$ cat config.mk
export PLATFORM = sky130hd
export DESIGN_NAME = dual_pwm_timer
export DESIGN_NICKNAME = d
export VERILOG_FILES = /design/src/rtl/dpt_pkg.sv /design/src/rtl/dpt_prescaler.sv /design/src/rtl/dpt_core.sv /design/src/rtl/dpt_regs.sv /design/src/rtl/dual_pwm_timer.sv
export SDC_FILE = /design/constraint.sdc
export NUM_CORES = 1
export LEC_CHECK = 0
export ABC_CLOCK_PERIOD_IN_PS = 2600
export CORE_MARGIN = 1.5
export CORE_UTILIZATION = 45
export DETAILED_ROUTE_END_ITERATION = 16
export PLACE_DENSITY_LB_ADDON = 0.05
export SETUP_SLACK_MARGIN = 0.02
export SLEW_MARGIN = 40
export SYNTH_ARGS = -nofsm -noshare
export SYNTH_HDL_FRONTEND = slang
export SYNTH_SLANG_ARGS = --single-unit
$ cat constraint.sdc
create_clock -name clk -period 2.6 [get_ports clk]
set_input_delay 0.52 -clock clk [delete_from_list [all_inputs] [get_ports clk]]
set_output_delay 0.52 -clock clk [all_outputs]
set_load 0.01 [all_outputs]
$ cat src/rtl/dpt_pkg.sv
`timescale 1ns/1ps
package dpt_pkg;

    // Tick source division of the instruction-cycle strobe
    typedef enum logic [1:0] {
        CLK_DIV1  = 2'b00,
        CLK_DIV8  = 2'b01,
        CLK_DIV16 = 2'b10,
        CLK_DIV64 = 2'b11
    } clk_sel_e;

    // Control word stored per channel (flag kept separately)
    typedef struct packed {
        logic     chain;
        clk_sel_e sel;
        logic     pwm;
        logic     run;
    } ctrl_t;

    localparam int FLAG_BIT = 7;

    // Last prescaler count before a tick
    function automatic int unsigned div_last(input clk_sel_e s);
        case (s)
            CLK_DIV1:  return 0;
            CLK_DIV8:  return 7;
            CLK_DIV16: return 15;
            default:   return 63;
        endcase
    endfunction

endpackage

$ cat src/rtl/dpt_prescaler.sv
`timescale 1ns/1ps
module dpt_prescaler
    import dpt_pkg::*;
#(
    parameter int PS_W = 6
) (
    input  logic     clk,
    input  logic     rst,
    input  logic     run,
    input  logic     inst_en,
    input  clk_sel_e sel,
    output logic     tick
);

    logic [PS_W-1:0] pcnt;
    logic [PS_W-1:0] last;

    assign last = PS_W'(div_last(sel));
    // >= keeps a select change mid-count from running to the wrap
    assign tick = run && inst_en && (pcnt >= last);

    always_ff @(posedge clk) begin
        if (rst || !run) begin
            pcnt <= '0;
        end else if (inst_en) begin
            pcnt <= (pcnt >= last) ? '0 : pcnt + 1'b1;
        end
    end


    tick_spacing_chk: assert property (@(posedge clk) disable iff (rst)
        tick && (last != '0) |=> !tick || !$stable(sel));


    presc_hold_chk: assert property (@(posedge clk) disable iff (rst)
        run && !inst_en |=> $stable(pcnt));

endmodule

$ cat src/rtl/dpt_core.sv
`timescale 1ns/1ps
module dpt_core #(
    parameter int W = 8
) (
    input  logic         clk,
    input  logic         rst,
    input  logic         run,
    input  logic         pwm,
    input  logic         tick,
    input  logic [W-1:0] lim_in,
    output logic         wave,
    output logic         period_end
);

    localparam logic [W-1:0] FRAME_TOP = '1;

    logic [W-1:0] cnt;
    logic [W-1:0] lim_act;
    logic         tog;

    assign period_end = run && tick && (pwm ? (cnt == FRAME_TOP) : (cnt == lim_act));

    always_ff @(posedge clk) begin
        if (rst) begin
            cnt     <= '0;
            lim_act <= '0;
            tog     <= 1'b0;
        end else if (!run) begin
            cnt     <= '0;
            tog     <= 1'b0;
            lim_act <= lim_in;
        end else if (period_end) begin
            cnt     <= '0;
            lim_act <= lim_in;
            if (!pwm) tog <= ~tog;
        end else if (tick) begin
            cnt <= cnt + 1'b1;
        end
    end

    assign wave = run && (pwm ? (cnt < lim_act) : tog);


    stop_clear_chk: assert property (@(posedge clk) disable iff (rst)
        !run |=> (cnt == '0) && !tog);


    toggle_chk: assert property (@(posedge clk) disable iff (rst)
        period_end && !pwm |=> tog != $past(tog));


    hold_chk: assert property (@(posedge clk) disable iff (rst)
        run && !period_end |=> $stable(lim_act));

endmodule

$ cat src/rtl/dpt_regs.sv
`timescale 1ns/1ps
module dpt_regs
    import dpt_pkg::*;
#(
    parameter int NCH    = 2,
    parameter int CNT_W  = 8,
    parameter int ADDR_W = 2
) (
    input  logic                      clk,
    input  logic                      rst,
    input  logic                      wr,
    input  logic [ADDR_W-1:0]         addr,
    input  logic [CNT_W-1:0]          wdata,
    input  logic [NCH-1:0]            period_end,
    output ctrl_t [NCH-1:0]           ctrl,
    output logic [NCH-1:0][CNT_W-1:0] lim,
    output logic [NCH-1:0]            flag,
    output logic [CNT_W-1:0]          rdata
);

    localparam int CTRL_BITS = $bits(ctrl_t);
    localparam int PAD_BITS  = FLAG_BIT - CTRL_BITS;

    logic unused_wbits;
    assign unused_wbits = ^wdata[FLAG_BIT-1:CTRL_BITS];

    for (genvar i = 0; i < NCH; i++) begin : g_ch
        localparam logic [ADDR_W-1:0] A_CTRL = ADDR_W'(2 * i);
        localparam logic [ADDR_W-1:0] A_LIM  = ADDR_W'(2 * i + 1);

        ctrl_t            ctrl_r;
        logic [CNT_W-1:0] lim_r;
        logic             flag_r;
        logic             hit_ctrl;
        logic             hit_lim;

        assign hit_ctrl = wr && (addr == A_CTRL);
        assign hit_lim  = wr && (addr == A_LIM);

        always_ff @(posedge clk) begin
            if (rst) begin
                ctrl_r <= '0;
                lim_r  <= '0;
                flag_r <= 1'b0;
            end else begin
                if (hit_ctrl) ctrl_r <= ctrl_t'(wdata[CTRL_BITS-1:0]);
                if (hit_lim)  lim_r  <= wdata;
                if (period_end[i])                   flag_r <= 1'b1;
                else if (hit_ctrl && wdata[FLAG_BIT]) flag_r <= 1'b0;
            end
        end

        assign ctrl[i] = ctrl_r;
        assign lim[i]  = lim_r;
        assign flag[i] = flag_r;


        flag_set_chk: assert property (@(posedge clk) disable iff (rst)
            period_end[i] |=> flag[i]);


        flag_clr_chk: assert property (@(posedge clk) disable iff (rst)
            hit_ctrl && wdata[FLAG_BIT] && !period_end[i] |=> !flag[i]);
    end

    always_comb begin
        rdata = '0;
        for (int i = 0; i < NCH; i++) begin
            if (addr == ADDR_W'(2 * i))
                rdata = CNT_W'({flag[i], {PAD_BITS{1'b0}}, ctrl[i]});
            else if (addr == ADDR_W'(2 * i + 1))
                rdata = lim[i];
        end
    end

endmodule

$ cat src/rtl/dual_pwm_timer.sv
`timescale 1ns/1ps
module dual_pwm_timer
    import dpt_pkg::*;
#(
    parameter int NCH    = 2,
    parameter int CNT_W  = 8,
    parameter int PS_W   = 6,
    parameter int ADDR_W = $clog2(2 * NCH)
) (
    input  logic              clk,
    input  logic              rst,
    input  logic              inst_en,
    input  logic              bus_wr,
    input  logic [ADDR_W-1:0] bus_addr,
    input  logic [CNT_W-1:0]  bus_wdata,
    output logic [CNT_W-1:0]  bus_rdata,
    output logic [NCH-1:0]    wave_o,
    output logic [NCH-1:0]    irq_o
);

    ctrl_t [NCH-1:0]           ctrl;
    logic [NCH-1:0][CNT_W-1:0] lim;
    logic [NCH-1:0]            flag;
    logic [NCH-1:0]            period_end;
    logic [NCH-1:0]            wave;
    logic [NCH-1:0]            ps_tick;
    logic [NCH-1:0]            core_tick;

    dpt_regs #(
        .NCH    (NCH),
        .CNT_W  (CNT_W),
        .ADDR_W (ADDR_W)
    ) u_regs (
        .clk        (clk),
        .rst        (rst),
        .wr         (bus_wr),
        .addr       (bus_addr),
        .wdata      (bus_wdata),
        .period_end (period_end),
        .ctrl       (ctrl),
        .lim        (lim),
        .flag       (flag),
        .rdata      (bus_rdata)
    );

    for (genvar i = 0; i < NCH; i++) begin : g_ch
        dpt_prescaler #(.PS_W(PS_W)) u_ps (
            .clk     (clk),
            .rst     (rst),
            .run     (ctrl[i].run),
            .inst_en (inst_en),
            .sel     (ctrl[i].sel),
            .tick    (ps_tick[i])
        );

        if (i == 0) begin : g_head
            assign core_tick[i] = ps_tick[i];
        end else begin : g_chain
            logic src_q;
            logic src_rise;

            always_ff @(posedge clk) begin
                if (rst) src_q <= 1'b0;
                else     src_q <= wave[i-1];
            end

            assign src_rise     = wave[i-1] && !src_q;
            assign core_tick[i] = ctrl[i].chain ? src_rise : ps_tick[i];


            chain_tick_chk: assert property (@(posedge clk) disable iff (rst)
                ctrl[i].chain && core_tick[i] |-> $rose(wave[i-1]));
        end

        dpt_core #(.W(CNT_W)) u_core (
            .clk        (clk),
            .rst        (rst),
            .run        (ctrl[i].run),
            .pwm        (ctrl[i].pwm),
            .tick       (core_tick[i]),
            .lim_in     (lim[i]),
            .wave       (wave[i]),
            .period_end (period_end[i])
        );


        stop_low_chk: assert property (@(posedge clk) disable iff (rst)
            !ctrl[i].run |-> !wave_o[i]);
    end

    assign wave_o = wave;
    assign irq_o  = flag;

endmodule

### After elaboration in Yosys (flattened, before gate mapping)

Cells that the tools add are included.

* bits in registers: 75
* bits in latches: 0
* RAM bits: 0
* memory bits (read-only): 0
* input port bits: 14
* output and inout bits: 12
* word-level logic and storage cells: 102
* memories kept: 0

* add/subtract/negate cells: 4
* multiply operators: 0
* divide/modulo/power cells: 0
* order comparisons: 4
* eq/ne operators: 13
* shifts and indexed selects: 0
* mux-type cells: 21
* bitwise logic cells: 6
* reductions and logical operators: 33

Operators by type and width (number)
* 2-to-1 mux 8 bit: 8
* case mux 6 bit (3 select lines): 2
* logical AND 1 bit: 17
* adder 8 x 1 -> 8 bit (second input constant): 2
* equality test 8 bit: 2
* equality test 8 bit (second input constant): 2
* < comparator 8 bit: 2
* adder 6 x 1 -> 6 bit (second input constant): 2
* greater-or-equal comparator 6 bit: 2
* 2-to-1 mux 6 bit: 2
* 2-to-1 mux 1 bit: 9
* equality test 2 bit (second input constant): 4
* equality test 2 x 1 -> 1 bit (second input constant): 3
* logical NOT 2 bit: 3
* inverter 1 bit: 6
* OR reduction 3 bit: 2
* != test 2 x 1 -> 1 bit (second input constant): 2
* AND reduction 2 bit: 2
* nonzero test 2 bit: 2
* OR reduction 2 bit: 2
* logical NOT 1 bit: 3
* logical OR 1 bit: 2

### Logic depth before layout (Yosys ltp)

Gate-level depths: netlist (run 1).

* depth after elaboration: 9
* mapped depth: 10
* mapped depth without buffers: 9

### Hierarchy

Synthesis (run 1) repeated with hierarchy kept, for this count alone.

* cell total of the unflattened synthesis: 439
* area total of the unflattened synthesis: 4377.9 µm²

Modules (own cells, without submodules)
* dpt_core: instances 2, cells an instance 112, area each 1047.3 µm², sequential area each 340.3 µm²
* dpt_regs: instances 1, cells an instance 118, area each 1352.5 µm², sequential area each 560.5 µm²
* dpt_prescaler: instances 2, cells an instance 46, area each 444.2 µm², sequential area each 120.1 µm²
* dual_pwm_timer: instances 1, cells an instance 5, area each 42.5 µm², sequential area each 20.0 µm²

### Least setup slack after synthesis (run 1)

Ideal clock, no wire load.

* path kind: register to register
* start: reg u_regs.g_ch[0].ctrl_r (netlist bit u_regs.ctrl[3])
* end: reg g_ch[0].u_core.lim_act[1]
* library setup time: 128 ps
* arrival time: 2064 ps
* data required time: 2472 ps
* slack: 408 ps
* stages on the path, launching flop included: 10
* buffers on the path: 1
* period minus slack after synthesis: 2192 ps
* cells stage by stage: dfxtp_1 or2_2 ha_1 nand2b_1 a211o_1 a32o_1 a21bo_1 buf_2 mux2i_1 nor2_1

* longest elaborated chain between the ends: 7
* elaborated cells on any way between the ends: 9
* those cells by class: order compare: 1; eq/ne: 3; mux: 1; reduce/logical: 4

RTL lines
* start: declaration: RTL line dpt_regs.sv:31 `ctrl_t ctrl_r;`
* start signal: assignment: RTL line dpt_regs.sv:46 `if (hit_ctrl) ctrl_r <= ctrl_t'(wdata[CTRL_BITS-1:0]);`
* equality test 2 bit, or another cell as far along: RTL line dpt_pkg.sv:24 `case (s)`
* case mux 6 bit (3 select lines) *: RTL line dpt_pkg.sv:24
* greater-or-equal comparator 6 bit *: RTL line dpt_prescaler.sv:20 `assign tick = run && inst_en && (pcnt >= last);`
* logical AND 1 bit *: RTL line dpt_prescaler.sv:20
* logical AND 1 bit * (2 in series): RTL line dpt_core.sv:21 `assign period_end = run && tick && (pwm ? (cnt == FRAME_TOP) : (cnt == lim_act));`
* != test 2 x 1 -> 1 bit (no source line) *
* end signal: assignment: RTL line dpt_core.sv:31 `lim_act <= lim_in;`
* end signal: assignment: RTL line dpt_core.sv:34 `lim_act <= lim_in;`
* end: declaration: RTL line dpt_core.sv:18 `logic [W-1:0] lim_act;`

Every way passes the cells marked *; elsewhere a longest branch is shown, timed or not.
A chain may end at the register's enable or synchronous reset.

### Worst setup path after layout (run 1)

* start: in bus_addr[1]
* end: out bus_rdata[7]

* longest elaborated chain between the ends: 5
* elaborated cells on any way between the ends: 8
* those cells by class: eq/ne: 3; mux: 4; reduce/logical: 1

RTL lines
* start: declaration: RTL line dual_pwm_timer.sv:14 `input logic [ADDR_W-1:0] bus_addr,`
* equality test 2 x 1 -> 1 bit: RTL line dpt_regs.sv:71 `else if (addr == ADDR_W'(2 * i + 1))`
* 2-to-1 mux 8 bit: RTL line dpt_regs.sv:71
* 2-to-1 mux 8 bit: RTL line dpt_regs.sv:69 `if (addr == ADDR_W'(2 * i))`
* 2-to-1 mux 8 bit: RTL line dpt_regs.sv:71
* 2-to-1 mux 8 bit *: RTL line dpt_regs.sv:69
* end: declaration: RTL line dual_pwm_timer.sv:16 `output logic [CNT_W-1:0] bus_rdata,`

Marks and branches as above.

==> results of run 1 <==
==> cell usage in the layout, fill, tap and decap left out, drive strengths merged, types with 5 or more instances in the layout <==
| cell | instances |
|---|---|
| ha | 32 |
| nand3b | 5 |
| inv | 28 |
| xor2 | 13 |
| a21oi | 21 |
| buf | 23 |
| clkbuf | 11 |
| dfxtp | 75 |
| nand3 | 16 |
| dlygate4sd2 | 6 |
| mux4 | 6 |
| o21ai | 11 |
| nor2 | 78 |
| nand2 | 26 |
| mux2i | 41 |
| nand4 | 11 |
| clkdlybuf4s50 | 16 |
==> power by group through the flow <==
stage	Combinational [mW]	Sequential [mW]	Clock, mW
floorplan	0.139	1.20	0
global placement	0.215	1.21	0
global route	0.237	1.19	1.16
CTS	0.214	1.19	1.12
detailed placement	0.216	1.22	0
finish	0.214	1.19	1.10
==> sequential cells by signal, summed over array words and instances, names as in the netlist <==
register             cells
u_regs.g_ch.lim_r       16
u_regs.g_ch.flag_r       2
g_ch.u_core.tog          2
g_ch.u_ps.pcnt          12
g_ch.u_core.cnt         16
g_ch.g_chain.src_q       1
g_ch.u_core.lim_act     16
u_regs.ctrl             10
==> cells by family after synthesis <==
group / after synthesis
AND/OR/NAND/NOR: 168
buffers and inverters: 46
flip-flops: 75
AO/OA/AOI/OAI: 60
XOR/XNOR: 17
multiplexers: 47
adder cells (fa/ha/maj): 32
==> per-stage QoR <==
stage	cells	setup WS, ns	TNS, ns	utilization
after floorplan	445	0.408	0	-
after detailed placement	582	-0.120	-0.548	0.515
after global placement	582	-0.105	-0.507	0.515
after global routing	598	0.00545	0	0.543
after CTS	598	0.0485	0	0.542
final	598	0.0847	0	0.543
==> how the worst max path moves through the flow <==
stage	start	endpoint	cells after the start
3_3_place_gp	bus_addr[1]	bus_rdata[7]	4
3_5_place_dp	bus_addr[1]	bus_rdata[1]	4
5_1_grt	g_ch[1].u_core.lim_act[2]	wave_o[1]	8
4_1_cts	g_ch[1].u_core.lim_act[2]	wave_o[1]	8
2_1_floorplan	u_regs.ctrl[3]	g_ch[0].u_core.lim_act[1]	9
6_report	bus_addr[1]	bus_rdata[7]	4
==> final cells by class <==
cell class	count	area, um^2
fillers	823	3990
multi-input cells	324	2350
flip-flops and latches	75	1500
repair buffers	47	398
well taps	108	135
clock buffers	10	128
clock inverters	6	114
inverters	28	105
==> critical path: cells and delay by family <==
kind	cells	cell delay, ns
multiplexers	1	0.51
buffers and inverters	3	0.97
==> repair_timing <==
action                     in CTS  in global routing
hold endpoints to repair        0                  0
pin swaps                       0                  1
setup endpoints to repair       8                  2
cloned                          0                  0
resized for setup               9                  5
==> per-layer routing <==
layer | up-vias | GRT usage | part of all wire
met5 | - | 0 | 0
met4 | 0 | 0.0626 | 0.015
met3 | 14 | 0.0396 | 0.032
met2 | 53 | 0.316 | 0.44
met1 | 1474 | 0.289 | 0.51
li1 | 1640 | - | -
==> out/summary.md, run 1 <==
The logs give 2.50 mW for the sum of internal, switching and leakage power and 0 for the number of buffers inserted by post-CTS setup repair. For the worst flop-to-flop path, the logic depth is 8. The run gives 182 as the initial DRC count. The run gives 0 as the aggregate global routing overflow. The core region is 8720 um^2. The largest individual stage delay along the critical path comes from the cell mux4_2. The portion of the clock cycle consumed by the worst path in the final layout is 0.967, and the worst-case clock buffer depth is 2. The number of buffers inserted during clock tree synthesis was 9.

The floorplan step set the die height to 97.7 um. The xor and xnor area share after synthesis is 0.0369. Walking the worst path, the cells encountered are clkdlybuf4s50_1, buf_4, mux4_2, dlygate4sd2_1. The area share of and/or/nand/nor cells after synthesis is 0.208, and the power density over cell area is 528 nW/um^2. For this run, the slowest stage of the critical path takes 0.51 ns. The Yosys step of the flow raised 0 warnings. On the final layout, the worst hold slack is 0.498 ns. Dominant cell by count in the synthesized netlist: nor2_1. The run gives 75 as the clock sink count.

After synthesis, the cell types taking the most area are dfxtp_1 37%, mux2i_1 10%, ha_1 9.9%. The first detailed-routing pass took 4 iterations. The area added between synthesis and finish was 17.3%. The first global-routing pass estimated 15,600 um of wire. The total wire length after detailed routing was 9130 um. For the net count reported at finish, the log shows 531. Internal power comes to 1.91 mW.

The register clock-pin slew on the reported worst setup and hold paths came out at 0.08 ns. The worst setup path is launched from an input pin. The combined global-route utilization of all metal layers was 0.205; the initial antenna violation count was 0. The startpoint of the tightest hold check path was g_ch[1].u_core.tog.

Once detail routing completed, the nets flagged for antenna violations numbered 0. In the routed design, unresolved DRC markers number 0. The cell area after synthesis is 4030 um^2. Using the TritonRoute via totals, the vias-per-cell ratio works out to 5.32. The tree is rooted in a clkbuf_8. The mean instance size in the synthesized netlist was 9.06 um^2. The synthesized design contains 0 enable-type register cells.

The worst register-to-register path ends at g_ch[0].u_core.lim_act[0]. Synthesis produced 445 cells. The critical path class was in2out. Number of distinct library cell variants in the gate-level netlist after synthesis: 54. TritonCTS built the clock tree. The clock arrives with 0.00797 ns of skew.

The floorplan step defined a die boundary enclosing 9540 um^2. The tools report the static leakage as 2.04 nW. The run gives 0 as the total count of hold-check failures in the final report. Across the run, the number of max-cap violations was 0. Type of element capturing the critical path: an output pin. For hold timing, the worst endpoint is g_ch[1].u_core.tog. The effective utilization at floorplan came out at 0.463. The slew of the pin with the lowest slew margin came out at 0.587 ns.

Post-synthesis share of cell area spent on full adders, half adders and majority gates: 0.0993. The routed length per placed instance is 15.3 um. The run finished with clean final reports. Pin placement for this block handled 26 I/O pins.

The peak fanout along the critical path came out at 8. At the worst endpoint, the arrival time is 2.00 ns. The headroom to the max-slew limit is 0.608, and the post-synthesis mux area share is 0.135. Setup violations remaining at the end of the flow were counted as 0.

Input and output buffers added on the ports amount to 25. The sequential element share of the synthesized area was 0.372. The wire-length estimate of the detail-placed layout is 6900 um.

The final critical delay including setup and external delays came out at 2.52 ns. The tools report the clock latency at the later pin of the worst-skew pair as 0.35 ns. The max-slew violation count is 0, and the clock share of power is 0.439. The global placement routability congestion is 0.825. VDD sags by at most 0.000243 V.

For this block, the via count after detailed routing is 3,181. The proportion of synthesized flip-flops having asynchronous set or reset works out to 0. After routing the design area is 4730 um^2. The switching portion of total power was 0.236. Worst min-delay path category: reg2reg. The worst hold path cell count came out at 2. The via count of the first global-routing pass was 3,148.

In this run the number of H-tree levels came out at 3. The number of register bits inferred by synthesis was 75; the fraction of final layout cells sized beyond drive strength 1 was 0.118. In this run the cell area measured after placement is 4490 um^2.

Sorting the synthesized cells by how often they occur yields 77 x nor2_1, 75 x dfxtp_1, 41 x mux2i_1. Post-synthesis compound-gate area fraction: 0.100. The number of nets in the synthesized netlist is 491. After synthesis, the largest family of logic cells by area is simple AND/OR/NAND/NOR gates. The largest total area in the synthesized netlist belongs to dfxtp_1. The analysis attributes to net switching a power of 0.589 mW. Setup repair after global routing left no endpoint under its margin. The share of total power in sequential cells was 0.476. For the hold buffer count at CTS, the log shows 0. The floorplan has 34 rows. For the relative contribution of combinational cells to total power, the log shows 0.086. The area fraction of the dominant cell type after synthesis is 0.372, and the highest clock rate is 398 MHz.

The width of the die is 97.7 um. Main flop type after synthesis: dfxtp_1. In this run the critical register-to-register path is launched from u_regs.ctrl[3]. For the required time at the worst-slack endpoint, the log shows 2.08 ns. The number of antenna diodes in the final layout is 0.

The maximum number of pins on one net before global-route repair is 47. For flop-to-flop paths, the worst setup slack is 0.25 ns.
Note: power is estimated with default switching activity, not from simulation.
==> run 2, diff against run 1 <==
Settings changed: SLEW_MARGIN 40 to unset.
==> results of run 2 <==
Same layout as run 1: the final DEF is identical, and so are final timing and power.
